### config.mk
export PLATFORM = sky130hd
export DESIGN_NAME = swreg_bank
export DESIGN_NICKNAME = d
export VERILOG_FILES = /design/src/rtl/swreg_pkg.sv /design/src/rtl/swreg_slot.sv /design/src/rtl/swreg_ctrl.sv /design/src/rtl/swreg_bank.sv
export SDC_FILE = /design/constraint.sdc
export NUM_CORES = 1
export LEC_CHECK = 0
export BUFFER_PORTS_ARGS = -buffer_cell sky130_fd_sc_hd__buf_2
export CORE_MARGIN = 5
export CORE_UTILIZATION = 45
export DETAILED_ROUTE_END_ITERATION = 12
export PLACE_DENSITY_LB_ADDON = 0.08
export SLEW_MARGIN = 0
export SYNTH_ARGS = -nofsm -noshare
export SYNTH_HDL_FRONTEND = slang
export SYNTH_SLANG_ARGS = --single-unit
### constraint.sdc
create_clock -name clk -period 2 [get_ports clk]
set_clock_uncertainty 0.15 [all_clocks]
set_input_delay 0.4 -clock clk [delete_from_list [all_inputs] [get_ports clk]]
set_output_delay 0.4 -clock clk [all_outputs]
set_load 0.01 [all_outputs]
### src/rtl/swreg_pkg.sv
package swreg_pkg;
    localparam int DATA_W = 8;
    localparam int ADDR_W = 5;
    localparam int N_SLOT = 2;
    localparam int GSID_W = 4;

    localparam logic [ADDR_W-1:0] A_SW0  = 5'h00;
    localparam logic [ADDR_W-1:0] A_STAT = 5'h1A;
    localparam logic [ADDR_W-1:0] A_GSID = 5'h1B;
    localparam logic [ADDR_W-1:0] A_PM   = 5'h1C;

    localparam int MASK_LSB = 2;
    localparam int TRIG_LSB = 5;
    localparam int SRST_BIT = 7;

    localparam logic [1:0] PWR_ACTIVE = 2'b00;
    localparam logic [1:0] PWR_RESET  = 2'b01;

    typedef struct packed {
        logic [N_SLOT:0] mask;
        logic [1:0]      pwr;
    } pm_t;

    typedef struct packed {
        logic parity;
        logic length;
    } flags_t;

    function automatic logic [DATA_W-1:0] pm_word(input pm_t p);
        return {{(DATA_W-$bits(pm_t)){1'b0}}, p};
    endfunction

    function automatic logic [DATA_W-1:0] stat_word(input logic srst, input flags_t f);
        return {srst, f.parity, f.length, {(DATA_W-3){1'b0}}};
    endfunction
endpackage

### src/rtl/swreg_slot.sv
module swreg_slot #(
    parameter int W = 3
) (
    input  logic         clk,
    input  logic         srst,
    input  logic         wr_en,
    input  logic [W-1:0] wdata,
    input  logic         immediate,
    input  logic         trig,
    output logic [W-1:0] active_o
);
    logic [W-1:0] shadow_q;
    logic [W-1:0] active_q;

    always_ff @(posedge clk) begin
        if (srst) begin
            shadow_q <= '0;
            active_q <= '0;
        end else begin
            if (wr_en)
                shadow_q <= wdata;
            if (wr_en && immediate)
                active_q <= wdata;
            else if (trig)
                active_q <= shadow_q;
        end
    end

    assign active_o = active_q;
endmodule

### src/rtl/swreg_ctrl.sv
module swreg_ctrl import swreg_pkg::*; (
    input  logic              clk,
    input  logic              rst,
    input  logic              wr_en,
    input  logic              rd_en,
    input  logic [ADDR_W-1:0] addr,
    input  logic [DATA_W-1:0] wdata,
    input  logic              err_parity,
    input  logic              err_length,
    output pm_t               pm_o,
    output logic [GSID_W-1:0] gsid_o,
    output logic              swrst_o,
    output flags_t            flags_o,
    output logic [N_SLOT:0]   trig_o
);
    pm_t               pm_q;
    flags_t            flags_q;
    logic [GSID_W-1:0] gsid_q;
    logic              swrst_q;
    logic              sreset;
    logic              wr_pm;
    logic              wr_stat;
    logic              wr_gsid;
    logic              rd_stat;

    assign sreset  = rst | swrst_q;
    assign wr_pm   = wr_en && (addr == A_PM);
    assign wr_stat = wr_en && (addr == A_STAT);
    assign wr_gsid = wr_en && (addr == A_GSID);
    assign rd_stat = rd_en && (addr == A_STAT);

    always_ff @(posedge clk) begin
        if (sreset) begin
            pm_q    <= '{mask: '0, pwr: PWR_RESET};
            flags_q <= '0;
            gsid_q  <= '0;
            swrst_q <= 1'b0;
        end else begin
            if (wr_pm) begin
                pm_q.pwr  <= wdata[1:0];
                pm_q.mask <= wdata[MASK_LSB +: N_SLOT+1];
            end
            if (wr_gsid)
                gsid_q <= wdata[DATA_W-1 -: GSID_W];
            if (wr_stat && wdata[SRST_BIT])
                swrst_q <= 1'b1;
            flags_q.parity <= (flags_q.parity & ~rd_stat) | err_parity;
            flags_q.length <= (flags_q.length & ~rd_stat) | err_length;
        end
    end

    generate
        for (genvar g = 0; g < N_SLOT; g++) begin : g_trig
            assign trig_o[g] = wr_pm && wdata[TRIG_LSB + g];
        end
    endgenerate
    assign trig_o[N_SLOT] = wr_pm && wdata[TRIG_LSB + N_SLOT] && !pm_q.mask[N_SLOT];

    assign pm_o    = pm_q;
    assign gsid_o  = gsid_q;
    assign swrst_o = swrst_q;
    assign flags_o = flags_q;
endmodule

### src/rtl/swreg_bank.sv
module swreg_bank import swreg_pkg::*; #(
    parameter int                 STATE_W = 3,
    parameter logic [STATE_W-1:0] ISO1    = 1,
    parameter logic [STATE_W-1:0] ISO2    = 7
) (
    input  logic               clk,
    input  logic               rst,
    input  logic               wr_en,
    input  logic               rd_en,
    input  logic [ADDR_W-1:0]  addr,
    input  logic [DATA_W-1:0]  wdata,
    input  logic               err_parity,
    input  logic               err_length,
    output logic [DATA_W-1:0]  rdata,
    output logic [STATE_W-1:0] ant1_state,
    output logic [STATE_W-1:0] ant2_state,
    output logic               low_power
);
    localparam int PAD_W = DATA_W - STATE_W;

    pm_t               pm;
    flags_t            flags;
    logic [GSID_W-1:0] gsid;
    logic              swrst;
    logic              sreset;
    logic [N_SLOT:0]   trig;
    logic [STATE_W-1:0] active [N_SLOT];
    logic [DATA_W-1:0] rd_next;

    assign sreset = rst | swrst;

    swreg_ctrl u_ctrl (
        .clk        (clk),
        .rst        (rst),
        .wr_en      (wr_en),
        .rd_en      (rd_en),
        .addr       (addr),
        .wdata      (wdata),
        .err_parity (err_parity),
        .err_length (err_length),
        .pm_o       (pm),
        .gsid_o     (gsid),
        .swrst_o    (swrst),
        .flags_o    (flags),
        .trig_o     (trig)
    );

    generate
        for (genvar g = 0; g < N_SLOT; g++) begin : g_slot
            swreg_slot #(.W(STATE_W)) u_slot (
                .clk       (clk),
                .srst      (sreset),
                .wr_en     (wr_en && (addr == A_SW0 + ADDR_W'(g))),
                .wdata     (wdata[STATE_W-1:0]),
                .immediate (pm.mask[g]),
                .trig      (trig[g] | trig[N_SLOT]),
                .active_o  (active[g])
            );
        end
    endgenerate

    always_comb begin
        case (addr)
            A_SW0:                 rd_next = {{PAD_W{1'b0}}, active[0]};
            A_SW0 + ADDR_W'(1):    rd_next = {{PAD_W{1'b0}}, active[1]};
            A_STAT:                rd_next = stat_word(swrst, flags);
            A_GSID:                rd_next = {gsid, {(DATA_W-GSID_W){1'b0}}};
            A_PM:                  rd_next = pm_word(pm);
            default:               rd_next = '0;
        endcase
    end

    always_ff @(posedge clk) begin
        if (sreset)
            rdata <= '0;
        else if (rd_en)
            rdata <= rd_next;
    end

    assign low_power  = (pm.pwr != PWR_ACTIVE);
    assign ant1_state = low_power ? ISO1 : active[0];
    assign ant2_state = low_power ? ISO2 : active[1];
endmodule

# Word-level counts from Yosys, hierarchy flattened
# Cells that the tools add are included.
classes:
  n_eq_ne: 4
  n_mux: 7
  bitwise_logic: 8
  n_reduce_logical: 18
ops:
  columns: ["operator", "count"]
  rows:
  - ["$pmux W8 S5", 1]
  - ["$mux W3", 6]
  - ["$eq A5 B5 Y1 const B", 3]
  - ["$logic_and A1 B1 Y1", 13]
  - ["$reduce_bool A2 Y1", 3]
  - ["$eq A5 B1 Y1 const B", 1]
  - ["$logic_not A5 Y1", 1]
  - ["$or A1 B1 Y1", 5]
  - ["$and A1 B1 Y1", 2]
  - ["$logic_not A1 Y1", 1]
  - ["$not A1 Y1", 1]
word_totals:
  regBits: 32
  inputBits: 19
  elab_cells: 48

# Longest topological paths before layout
# Gate-level depths: netlist of run 1.
depth:
  word_depth: 7
  mapped_depth: 6
  depth_no_buf: 4

# Cells and area by module
# From an unflattened synthesis of run 1, not the netlist that was laid out.
unflattened:
  cells_unflattened: 171
  area_unflattened_um2: 1601.5
by_module_without_submodules:
  columns: ["mod", "n_inst", "cells_each", "area_per_inst_um2", "seq_area_each_um2"]
  rows:
  - ["swreg_ctrl", 1, 61, 561.8, 240.2]
  - ["swreg_bank", 1, 64, 529.3, 160.2]
  - ["swreg_slot", 2, 23, 255.2, 120.1]

# Least setup slack after synthesis of run 1
# Ideal clock, no wire load.
synth_timing:
  path_kind: "input -> register"
  start: "in addr[0]"
  end: "reg u_ctrl.pm_q, in the netlist u_ctrl.pm_o[0]"
  setup_time_ps: 125
  arrival_ps: 1304
  required_ps: 1725
  path_slack_ps: 421
  stages: 6
  path_cell_list: "buf_6 and4b_1 and2_1 buf_6 mux2i_1 nand2_1"
synth_via:
  elab_chain_cells: 2
synth_lines:
  columns: ["element", "line_no", "text"]
  rows:
  - ["from (decl)", "swreg_bank.sv:10", "input logic [ADDR_W-1:0] addr,"]
  - ["$eq A5 B5 Y1", "swreg_ctrl.sv:27", "assign wr_pm = wr_en && (addr == A_PM);"]
  - ["$logic_and A1 B1 Y1", "swreg_ctrl.sv:27", null]
  - ["to (signal assigned)", "swreg_ctrl.sv:34", "pm_q <= '{mask: '0, pwr: PWR_RESET};"]
  - ["to (decl)", "swreg_ctrl.sv:16", "pm_t pm_q;"]
# Every way passes these cells.
# A chain may end at the register's enable or synchronous reset.

# Final worst setup path of run 1
layout_timing:
  start: "reg u_ctrl.pm_q, in the netlist u_ctrl.pm_o[1]"
  end: "out ant1_state[1]"
layout_via:
  elab_chain_cells: 2
layout_lines:
  columns: ["element", "line_no", "text"]
  rows:
  - ["$reduce_bool A2 Y1", "swreg_bank.sv:80", "assign low_power = (pm.pwr != PWR_ACTIVE);"]
  - ["$mux W3", "swreg_bank.sv:81", "assign ant1_state = low_power ? ISO1 : active[0];"]
  - ["to (decl)", "swreg_bank.sv:15", "output logic [STATE_W-1:0] ant1_state,"]
# Every way passes these cells.

==> results by group, run 1 <==
Clock tree
  • Cell chosen for the clock root: clkbuf_4
  • Clock tree from TritonCTS: done
  • PostCTS Resize Cnt: 0
  • CTS buffer count: 5
  • Number of buffers added to fix hold violations after cts: 0
  • Clock buffer depth: 2
  • Post-CTS Setup Bufs: 0
  • Htree depth: 2
  • Clock net sink count: 32
  • Clock transition time at the flip-flop clock pins of the worst setup and hold paths: 0.10 ns
  • Insertion delay to the later sink of the worst-skew pair: 0.34 ns

Global route
  • Wire length of the first global-routing pass: 5780 um
  • Residual overflow from global routing: 0
  • Pin count of the biggest net entering global routing: 21
  • Total routing usage reported by global routing: 17.7%
  • Initial antenna violation count: 0
  • Vias in the first global route: 1249

Critical path
  • Cell with the largest stage delay on the worst path: dfxtp_1
  • Data required, critical path: 1.45 ns
  • Worst Setup Path Type: flip-flop to output port
  • Category of the worst setup path capture point: output port
  • Launching element type of the critical path: flip-flop
  • Arrival time reported for the critical path endpoint: 1.27 ns
  • Cell Chain, Critical Path: or2_2 -> nor2_1 -> buf_2
  • CP delay by family, top: simple AND/OR/NAND/NOR gates
  • Largest stage delay on the critical path: 0.38 ns
  • Combined buffer and inverter count along the critical path: 1
  • Maximum fanout encountered on the critical timing path: 7

Pwr
  • Leakage dissipation: 0.748 nW
  • Post-layout total power: 1.11 mW
  • Worst voltage drop across the vdd grid: 0.000389 V
  • Pint: 0.819 mW
  • Net Sw Frac: 26.5%
  • Clk pwr share: 33.2%
  • Share of total power in sequential cells: 58.4%
  • Switch Pwr: 0.295 mW
  • Pwr dens: 666 nW/um^2
  • Proportion of power drawn by combinational gates: 8.4%

Synth
  • Flops & latches, synth: 32
  • Post-synthesis sequential area ratio: 44.9%
  • Async S/R FF share, synth: 0%
  • Cell variety after synth: 29
  • Post-Synthesis Net Count: 170
  • Post-synthesis instance area: 1430 sq um
  • Dominant synthesized flop cell: dfxtp_1
  • Synthesized area per cell: 9.45 sq um
  • Ys Warns: 0
  • Number of flops mapped to enable cells by yosys: 0
  • Post-Syn Instances: 151

Cells and area
  • Multi-input combinational cell area: 733 sq um
  • Nets: 204
  • Number of standard cells in the layout, taps in and fillers out: 230
  • Antenna cells: 0
  • Area growth from synthesis to layout: 17.2%
  • Share of layout cells above drive strength 1: 28.0%
  • # fillers: 323
  • Final Util: 54.8%
  • FF/Latch Area: 641 sq um

Flow run
  • Max-capacitance violation count: 0

Floorplanning
  • Starting density of the core: 46.8%
  • Die width: 66.3 um
  • Ports placed on the boundary: 34
  • Core area: 3050 sq um
  • Overall die area: 4400 sq um
  • Cell row count: 20
  • Vertical die dimension: 66.3 um

Timing
  • Setup-failing EPs final: 0
  • Final critical-path required period: 1.82 ns
  • Final Max Slew Viols: 0
  • Slew margin rel.: 71.4%
  • Max Clk Rate: 550 MHz
  • Ratio of final minimum period to clock period: 90.9%
  • Worst-Margin Slew: 0.426 ns
  • Unrepaired setup endpoints after global routing: no
  • Final hold violation count: 0
  • Sum Neg Setup Slack: 0 ns

Run status
  • Outcome: finished clean

Routing
  • Overall via count from detail_route: 1215
  • Count of antenna-violating nets left after detailed routing: 0
  • Number of search-and-repair iterations in the first detailed-routing pass: 4
  • Post-route DRC violation count: 0
  • Starting DRC count in detailed routing: 33
  • Total detailed-routing wirelength: 3390 um
  • Wire length per cell after detailed routing: 14.7 um
  • Vias per cell: 5.28

Place
  • IO buf count: 33
  • Weighted congestion reported at the end of routability-driven placement: 0.804
  • Half-perimeter wire length after placement: 2560 um
  • Cells after DPL: 222

Min path
  • Hold WC Path Type: primary input to flip-flop
metal layers:
layer	wire length, um	track usage (%)	share of wire [%]	vias up
met5	0	0	0	-
met4	74	7.87	2.2	0
met3	174	5.61	5.1	9
met2	1660	29.6	49	31
met1	1480	20.5	44	569
li1	-	-	-	606
worst register-to-register path, stage by stage (launching register included):
cell	delay, ns
dfxtp_1	0.36
nor2b_1	0.08
o211ai_2	0.26
mux2i_1	0.23
a21oi_1	0.09
synthesized netlist by cell type, drive strengths merged (2+ instances only):
library cell,count,area (sq um)
dfxtp,32,641
mux2i,21,210
nor2,19,71.3
a21oi,16,80.1
o21ai,12,60.1
nand3,6,35.0
buf,4,31.3
clkbuf,4,15.0
nand2b,4,25.0
or3,4,25.0
a22oi,3,22.5
mux2,3,33.8
nand2,3,11.3
and2b,2,15.0
and4b,2,20.0
inv,2,7.51
nand3b,2,15.0
nand4,2,12.5
o211ai,2,25.0
or2,2,12.5
per-stage QoR:
stage	instance area, sq um	setup slack, ns	hold WS, ns
after global placement	1620	0.198	0.304
final	1670	0.183	0.125
after floorplan	1430	0.421	0.297
after CTS	1670	0.163	0.115
after global routing	1670	0.0867	0.137
after detailed placement	1620	0.144	0.306
final cells by class:
cell class / instances / share of cell area, %
Clock inverter: 3 / 1.12
Multi-Input combinational cell: 109 / 43.8
Timing Repair Buffer: 35 / 10.8
Tap cell: 44 / 3.29
Inverter: 2 / 0.449
Clock buffer: 5 / 2.24
Sequential cell: 32 / 38.3
flip-flops by register name (all words and copies together) (netlist names):
register / cells
g_slot.u_slot.shadow_q: 6
u_ctrl.gsid_o: 4
u_ctrl.flags_o: 2
u_ctrl.swrst_o: 1
rdata: 8
g_slot.u_slot.active_o: 6
u_ctrl.pm_o: 5
power groups by stage:
| stage | registers, mW | clock network, mW | logic [mW] |
|---|---|---|---|
| 2_1_floorplan | 0.667 | 0 | 0.0480 |
| 3_3_place_gp | 0.665 | 0 | 0.0919 |
| 3_5_place_dp | 0.666 | 0 | 0.0941 |
| 4_1_cts | 0.651 | 0.380 | 0.0943 |
| 5_1_grt | 0.653 | 0.429 | 0.104 |
| 6_report | 0.651 | 0.369 | 0.0935 |
cells in the final DEF, fill, tap and decap left out, drive strengths merged, types with 3 or more instances in the layout:
master  netlist  routed
o21ai        12      12
nand3         6       6
dfxtp        32      32
a22oi         3       3
clkinv        0       3
nand2         3       3
buf           4      35
mux2          3       3
clkbuf        4       5
a21oi        16      16
or3           4       4
mux2i        21      21
nor2         19      19
nand2b        4       4
final timing paths:
kind / cells past startpoint / start / endpoint / slack (ns)
min reg2reg: 2 / rdata[7]$_SDFFE_PP0P_ / rdata[7]$_SDFFE_PP0P_ / 0.32
max: 3 / u_ctrl.pm_o[1]$_SDFFE_PP0P_ / ant1_state[1] / 0.18
max reg2reg: 4 / u_ctrl.pm_o[4]$_SDFFE_PP0P_ / g_slot[1].u_slot.active_o[1]$_SDFFE_PP0P_ / 0.72
min: 3 / err_length / u_ctrl.flags_o[0]$_SDFF_PP0_ / 0.13
logic make-up after synthesis:
| family | Yosys count | synth area share (%) |
|---|---|---|
| compound gates | 34 | 13.8 |
| buf+inv | 10 | 3.77 |
| flops | 32 | 44.9 |
| mux | 24 | 17.1 |
| simple gates | 51 | 20.5 |
No activity file was read; power rests on OpenSTA's default activity.
==> run 2, diff against run 1 <==
Settings changed: ABC_AREA set to 1.
==> run 2 against run 1 <==
Largest cell class unchanged; critical endpoint is now ant1_state[0]; non-clock buffer count shrank 1; largest power group unchanged; via count up 28%; count of clock-buffer cells in the layout rose by 2; clock power increased by 12%; critical path depth increased by 1; cell area rose by 8.2%; worst hold slack worse by 0.0021 ns; sequential share of layout area decreased by 2.9 points; worst setup slack worse by 0.072 ns.
==> results by group, run 2 <==
Clock tree
  • Insertion delay to the later sink of the worst-skew pair: 0.33 ns (about the same)
  • Clock tree from TritonCTS: done
  • Clock transition time at the flip-flop clock pins of the worst setup and hold paths: 0.10 ns (about the same)
  • Clock buffer depth: 2 (unchanged)
  • Number of buffers added to fix hold violations after cts: 0 (unchanged)
  • Clock net sink count: 32 (unchanged)
  • Htree depth: 2 (unchanged)
  • Cell chosen for the clock root: clkbuf_4
  • CTS buffer count: 5 (unchanged)
  • Post-CTS Setup Bufs: 0 (unchanged)

Pwr
  • Switch Pwr: 0.284 mW (-3.4%)
  • Clk pwr share: 35.7% (+2.5 points)
  • Share of total power in sequential cells: 56.1% (-2.3 points)
  • Post-layout total power: 1.16 mW (+4.1%)
  • Worst voltage drop across the vdd grid: 0.000303 V (-22%)
  • Leakage dissipation: 0.791 nW (+5.8%)
  • Net Sw Frac: 24.6% (-1.9 points)
  • Pwr dens: 640 nW/um^2 (-3.9%)
  • Proportion of power drawn by combinational gates: 8.2% (-0.2 points)
  • Pint: 0.874 mW (+6.8%)

Synth
  • Ys Warns: 0 (unchanged)
  • Post-synthesis instance area: 1520 sq um (+6.6%)
  • Post-Syn Instances: 222 (+47%)
  • Ranking of synthesized cells by area: dfxtp_1 (42%), nand2_1 (15%), nor2_1 (7.6%)
  • Dominant synthesized flop cell: dfxtp_1
  • Flops & latches, synth: 32 (unchanged)
  • Post-Synthesis Net Count: 241 (+42%)
  • Most repeated cell in the gate-level netlist after synthesis: nand2_1
  • Mux share of post-synthesis cell area: 0% (-17 points)
  • Synthesized area per cell: 6.85 sq um (-28%)
  • Main combinational cell family by area after synthesis: simple AND/OR/NAND/NOR gates
  • Post-synthesis sequential area ratio: 42.1% (-2.8 points)
  • Async S/R FF share, synth: 0% (unchanged)
  • Most frequent cells after synthesis: nand2_1 (59), dfxtp_1 (32), nor2_1 (31), inv_1 (23)
  • Number of flops mapped to enable cells by yosys: 0 (unchanged)
  • Basic-gate share of the synthesized area counting and, or, nand and nor cells: 38.2% (+18 points)
  • Synth Area in Compound Gates: 12.9% (-0.85 points)
  • Fraction of synthesized cell area in xor and xnor cells: 0% (unchanged)
  • Post-Synth Adder-Cell Area: 0% (unchanged)
  • Leading area contributor after synthesis: dfxtp_1
  • Area share of the largest cell type after synthesis: 42.1% (-2.8 points)
  • Cell variety after synth: 21 (-28%)

Cells and area
  • # fillers: 367 (+14%)
  • Multi-input combinational cell area: 785 sq um (+7.0%)
  • Flip-flop count of the largest register, all copies and words added: 8 (unchanged)
  • Antenna cells: 0 (unchanged)
  • FF/Latch Area: 641 sq um (unchanged)
  • Area growth from synthesis to layout: 19.0%
  • Number of standard cells in the layout, taps in and fillers out: 306 (+33%)
  • Most frequent cells in the layout: nand2_1 (59), buf_2 (33), dfxtp_1 (32)
  • Share of layout cells above drive strength 1: 20.4% (-7.6 points)
  • Nets: 279 (+37%)
  • Most common cell after layout, fill and taps aside: nand2_1
  • Register bank with the most flops: rdata

Timing
  • Worst-Margin Slew: 0.509 ns (+0.0826 ns)
  • Ratio of final minimum period to clock period: 94.5% (+3.6 points)
  • Setup-failing EPs final: 0 (unchanged)
  • Slew margin rel.: 66.0% (-5.3 points)
  • Final critical-path required period: 1.89 ns (+0.0724 ns)
  • Max Clk Rate: 529 MHz (-3.8%)
  • Sum Neg Setup Slack: 0 ns (unchanged)
  • Final hold violation count: 0 (unchanged)
  • Unrepaired setup endpoints after global routing: no
  • Worst setup margin: 0.110 ns (-0.0724 ns)
  • Final Max Slew Viols: 0 (unchanged)

Place
  • Pre-CTS setup slack: 0.218 ns (+0.0738 ns)
  • Half-perimeter wire length after placement: 3000 um (+17%)
  • IO buf count: 33 (unchanged)
  • Weighted congestion reported at the end of routability-driven placement: 0.857 (+6.6%)
  • Cells after DPL: 299 (+35%)

Routing
  • Number of search-and-repair iterations in the first detailed-routing pass: 4 (unchanged)
  • Post-route DRC violation count: 0 (unchanged)
  • Wire length per cell after detailed routing: 12.8 um (-13%)
  • Vias per cell: 5.07 (-4.1%)
  • Count of antenna-violating nets left after detailed routing: 0 (unchanged)
  • Starting DRC count in detailed routing: 128 (+290%)
  • Overall via count from detail_route: 1551 (+28%)
  • Total detailed-routing wirelength: 3930 um (+16%)

Critical path
  • Category of the worst setup path capture point: output port
  • Reg-to-Reg Start: u_ctrl.pm_o[4]$_SDFFE_PP0P_
  • Worst Setup Path Type: flip-flop to output port
  • Data required, critical path: 1.45 ns (about the same)
  • Arrival time reported for the critical path endpoint: 1.34 ns (+0.07 ns)
  • Maximum fanout encountered on the critical timing path: 4 (-3)
  • Register-to-Register Path Depth: 6 (+2)
  • Launching element type of the critical path: flip-flop
  • Crit Reg-Reg Endpoint: g_slot[0].u_slot.active_o[2]$_SDFFE_PP0P_
  • Launching element of the worst setup path: u_ctrl.pm_o[1]$_SDFFE_PP0P_
  • CP endpoint: ant1_state[0]
  • Flop2flop setup slack: 0.68 ns (-0.04 ns)

Global route
  • Wire length of the first global-routing pass: 6510 um (+13%)
  • Total routing usage reported by global routing: 19.1% (+1.4 points)
  • Pin count of the biggest net entering global routing: 18 (-14%)
  • Initial antenna violation count: 0 (unchanged)
  • Residual overflow from global routing: 0 (unchanged)
  • Vias in the first global route: 1358 (+8.7%)

Run status
  • Outcome: finished clean

Floorplanning
  • Die width: 68.1 um (+2.7%)
  • Cell row count: 21 (+5.0%)
  • Starting density of the core: 46.0% (-0.81 points)
  • Overall die area: 4640 sq um (+5.6%)
  • Ports placed on the boundary: 34 (unchanged)
  • Vertical die dimension: 68.1 um (+2.7%)
  • Core area: 3310 sq um (+8.4%)

Flow run
  • Max-capacitance violation count: 0 (unchanged)

Min path
  • Hold WC Path Type: primary input to flip-flop
==> run 2: repair_timing <==
action / 4_1_cts / 5_1_grt
gates resized for setup: 1 / 1
hold endpoints to repair: 0 / 0
gates cloned: 0 / 0
setup endpoints to repair: 1 / 1
==> run 2: power groups by stage <==
stage	clock network [mW]	registers, mW	logic [mW]
after global placement	0	0.665	0.0947
after global routing	0.455	0.652	0.106
after detailed placement	0	0.665	0.0940
final	0.414	0.650	0.0947
after floorplan	0	0.664	0.0510
after CTS	0.424	0.650	0.0946
==> run 2: cell families after synthesis <==
logic type | count (synthesis)
compound gates | 38
buf+inv | 27
flops | 32
simple gates | 125
==> run 2: per-stage QoR <==
stage,hold WS [ns],util [%],cell area (sq um)
floorplan,0.274,-,1520
global placement,0.301,52.5,1740
detailed placement,0.303,52.5,1740
CTS,0.112,54.5,1810
global route,0.145,54.7,1810
finish,0.123,54.7,1810
==> run 2: how the worst min path moves through the flow <==
stage | startpoint | end | slack, ns | depth (start not counted)
finish | err_length | u_ctrl.flags_o[0]$_SDFF_PP0_ | 0.12 | 3
global route | err_length | u_ctrl.flags_o[0]$_SDFF_PP0_ | 0.14 | 3
CTS | err_length | u_ctrl.flags_o[0]$_SDFF_PP0_ | 0.11 | 3
detailed placement | rdata[6]$_SDFFE_PP0P_ | rdata[6]$_SDFFE_PP0P_ | 0.30 | 2
global placement | rdata[5]$_SDFFE_PP0P_ | rdata[5]$_SDFFE_PP0P_ | 0.30 | 2
floorplan | u_ctrl.gsid_o[1]$_SDFFE_PP0P_ | u_ctrl.gsid_o[1]$_SDFFE_PP0P_ | 0.27 | 2
==> run 2: layout make-up <==
cell class | instances | share of cell area, %
clock buffers | 7 | 3.59
inverters | 24 | 4.98
multi-input cells | 163 | 43.3
flip-flops and latches | 32 | 35.4
well taps | 46 | 3.18
repair buffers | 34 | 9.54
==> run 2: critical path, stage by stage (launching register included) <==
cell and delay (ns):
dfxtp_1 0.36, nor2_4 0.15, inv_1 0.09, or2_2 0.27
buf_2 0.14
==> run 2: per-layer routing <==
| metal | vias to the layer above | wire length, um | part of all wire, % | global-route usage [%] |
|---|---|---|---|---|
| met4 | 0 | 63 | 1.6 | 6.70 |
| met2 | 55 | 1790 | 45 | 27.9 |
| li1 | 797 | - | - | - |
| met3 | 9 | 301 | 7.7 | 5.25 |
| met5 | - | 0 | 0 | 0 |
| met1 | 690 | 1780 | 45 | 26.8 |
==> run 3, diff against run 2 <==
==> constraint.sdc (replaced) <==
create_clock -name clk -period 2 [get_ports clk]
set_clock_uncertainty 0.15 [all_clocks]
set_input_delay 0.4 -clock clk [delete_from_list [all_inputs] [get_ports clk]]
set_output_delay 0.4 -clock clk [all_outputs]
set_load 0.1 [all_outputs]
==> run 3 against run 2 <==
Wire length is 4.7% lower; count of clock-buffer cells in the layout fell by 2; die area unchanged; worst hold slack gained 0.0082 ns; critical path depth rose by 1; first-iteration DRC count down 15%; clock power down 25%; non-clock buffer count grew 3; combinational power up 15%; global-route usage down 1.3 points; critical path type unchanged; largest cell class unchanged; highest routed layer unchanged.
==> results by group, run 3 (same netlist as run 2, synthesis figures left out) <==
Pwr
  • Post-layout total power: 1.07 mW (-7.7%)
  • Worst voltage drop across the vdd grid: 0.000456 V (+50%)
  • Leakage dissipation: 0.817 nW (+3.3%)
  • Pwr dens: 567 nW/um^2 (-11%)

Floorplanning
  • Core area: 3310 sq um (unchanged)
  • Ports placed on the boundary: 34 (unchanged)
  • Cell row count: 21 (unchanged)
  • Overall die area: 4640 sq um (unchanged)
  • Vertical die dimension: 68.1 um (unchanged)
  • Die width: 68.1 um (unchanged)
  • Starting density of the core: 46.0% (unchanged)

Cells and area
  • Area growth from synthesis to layout: 24.1%
  • Nets: 282 (+1.1%)
  • FF/Latch Area: 643 sq um (+0.39%)
  • Antenna cells: 0 (unchanged)
  • Final Util: 57.0% (+2.3 points)
  • Flip-flop count of the largest register, all copies and words added: 8 (unchanged)
  • # fillers: 347 (-5.4%)
  • Most common cell after layout, fill and taps aside: nand2_1
  • Design Area, Final: 1890 sq um (+4.3%)
  • Register bank with the most flops: rdata
  • Most frequent cells in the layout: nand2_1 (59), dfxtp_1 (30), nor2_1 (28)
  • Share of layout cells above drive strength 1: 22.6% (+2.2 points)
  • Multi-input combinational cell area: 802 sq um (+2.2%)

Routing
  • Count of antenna-violating nets left after detailed routing: 0 (unchanged)
  • Overall via count from detail_route: 1519 (-2.1%)
  • Wire length per cell after detailed routing: 12.2 um (-5.0%)
  • Vias per cell: 4.95 (-2.4%)
  • Number of search-and-repair iterations in the first detailed-routing pass: 4 (unchanged)
  • Post-route DRC violation count: 0 (unchanged)
  • Total detailed-routing wirelength: 3750 um (-4.7%)
  • Starting DRC count in detailed routing: 109 (-15%)

Global route
  • Pin count of the biggest net entering global routing: 18 (unchanged)
  • Wire length of the first global-routing pass: 6020 um (-7.5%)
  • Initial antenna violation count: 0 (unchanged)
  • Residual overflow from global routing: 0 (unchanged)
  • Vias in the first global route: 1329 (-2.1%)
  • Total routing usage reported by global routing: 17.8% (-1.3 points)

Clock tree
  • Clock net sink count: 32 (unchanged)
  • Cell chosen for the clock root: clkbuf_4
  • CTS buffer count: 5 (unchanged)
  • Insertion delay to the later sink of the worst-skew pair: 0.33 ns (about the same)
  • Number of buffers added to fix hold violations after cts: 0 (unchanged)
  • Clock buffer depth: 2 (unchanged)
  • Clock transition time at the flip-flop clock pins of the worst setup and hold paths: 0.09 ns (about the same)
  • Htree depth: 2 (unchanged)
  • Clock tree from TritonCTS: done

Min path
  • Hold Startpoint: err_length
  • Hold WC Path Type: primary input to flip-flop
  • Hold depth: 3 (unchanged)
  • Hold EP: u_ctrl.flags_o[0]$_SDFF_PP0_

Timing
  • Max Clk Rate: 516 MHz (-2.6%)
  • Setup-failing EPs final: 0 (unchanged)
  • Final Max Slew Viols: 0 (unchanged)
  • Final hold violation count: 0 (unchanged)
  • Tightest hold margin: 0.131 ns (+0.00821 ns)
  • Final critical-path required period: 1.94 ns (+0.0496 ns)
  • Worst-Margin Slew: 0.528 ns (+0.0190 ns)
  • Sum Neg Setup Slack: 0 ns (unchanged)
  • Slew margin rel.: 64.8% (-1.3 points)
  • Ratio of final minimum period to clock period: 97.0% (+2.5 points)

Place
  • Half-perimeter wire length after placement: 2920 um (-2.7%)
  • Weighted congestion reported at the end of routability-driven placement: 0.830 (-3.1%)
  • Placed Area: 1810 sq um (+3.9%)
  • IO buf count: 33 (unchanged)

Critical path
  • Arrival time reported for the critical path endpoint: 1.39 ns (+0.05 ns)
  • Register-to-Register Path Depth: 6 (unchanged)
  • Largest stage delay on the critical path: 0.35 ns (about the same)
  • Crit Reg-Reg Endpoint: g_slot[0].u_slot.active_o[0]$_SDFFE_PP0P_
  • Flop2flop setup slack: 0.67 ns (about the same)
  • Cell with the largest stage delay on the worst path: dfxtp_2
  • Reg-to-Reg Start: u_ctrl.pm_o[4]$_SDFFE_PP0P_
  • Data required, critical path: 1.45 ns (about the same)
  • Cell Chain, Critical Path: nor2_4 -> clkinvlp_4 -> buf_12 -> nor2_4 -> buf_12
  • Maximum fanout encountered on the critical timing path: 3 (-1)
  • Category of the worst setup path capture point: output port
  • Launching element type of the critical path: flip-flop
  • Worst Setup Path Type: flip-flop to output port

Flow run
  • Max-capacitance violation count: 0 (unchanged)

Run status
  • Outcome: finished clean
## run 3: cell count changes in the layout (fill, tap and decap cells not counted), sizes merged
cell / change
clkbuf: +2
clkinvlp: +1
inv: -1
buf: -1
## run 3: how the worst max path moves through the flow
stage | slack (ns) | start | end | depth (start not counted)
2_1_floorplan | -0.19 | u_ctrl.pm_o[0]$_SDFFE_PP1P_ | ant1_state[1] | 3
3_3_place_gp | 0.21 | addr[2] | g_slot[0].u_slot.active_o[2]$_SDFFE_PP0P_ | 9
3_5_place_dp | 0.23 | addr[2] | g_slot[0].u_slot.active_o[0]$_SDFFE_PP0P_ | 9
4_1_cts | 0.02 | u_ctrl.pm_o[1]$_SDFFE_PP0P_ | low_power | 4
5_1_grt | -0.007 | u_ctrl.pm_o[1]$_SDFFE_PP0P_ | ant1_state[1] | 5
6_report | 0.06 | u_ctrl.pm_o[1]$_SDFFE_PP0P_ | ant1_state[1] | 5
## run 3: repair_timing
| item | 4_1_cts | 5_1_grt |
|---|---|---|
| endpoints found under the setup margin | 1 | 4 |
| pin swaps | 0 | 1 |
| setup buffers | 1 | 1 |
| gates resized for setup | 2 | 5 |
## run 3: metal layers
| layer | vias up | global-route usage, % | part of all wire, % |
|---|---|---|---|
| met1 | 677 | 23.2 | 49 |
| met2 | 38 | 28.0 | 45 |
| met4 | 0 | 5.96 | 1.4 |
| li1 | 799 | - | - |
| met5 | - | 0 | 0 |
| met3 | 5 | 5.25 | 5.5 |
## run 3: critical path: cells and delay by family (launching register included)
| kind | cells | cell delay, ns |
|---|---|---|
| buffers and inverters | 3 | 0.45 |
| flip-flops | 1 | 0.35 |
| AND/OR/NAND/NOR | 2 | 0.27 |
## run 3: report_power, final
part | internal, mW | total, mW | switching, mW
clock | 0.117 | 0.310 | 0.193
sequential | 0.645 | 0.650 | 0.00509
combinational | 0.0329 | 0.109 | 0.0764
## run 3: metrics by stage
stage               worst slack [ns]  cells
global route                -0.00656    307
global placement               0.213    300
finish                        0.0606    307
CTS                           0.0186    306
detailed placement             0.233    300
floorplan                     -0.189    222
## run 3: final cells by class
type | instances | area share, %
multi-input cells | 163 | 42.5
inverters | 24 | 4.97
clock buffers | 5 | 1.99
flip-flops and latches | 32 | 34.1
well taps | 46 | 3.05
repair buffers | 37 | 13.5
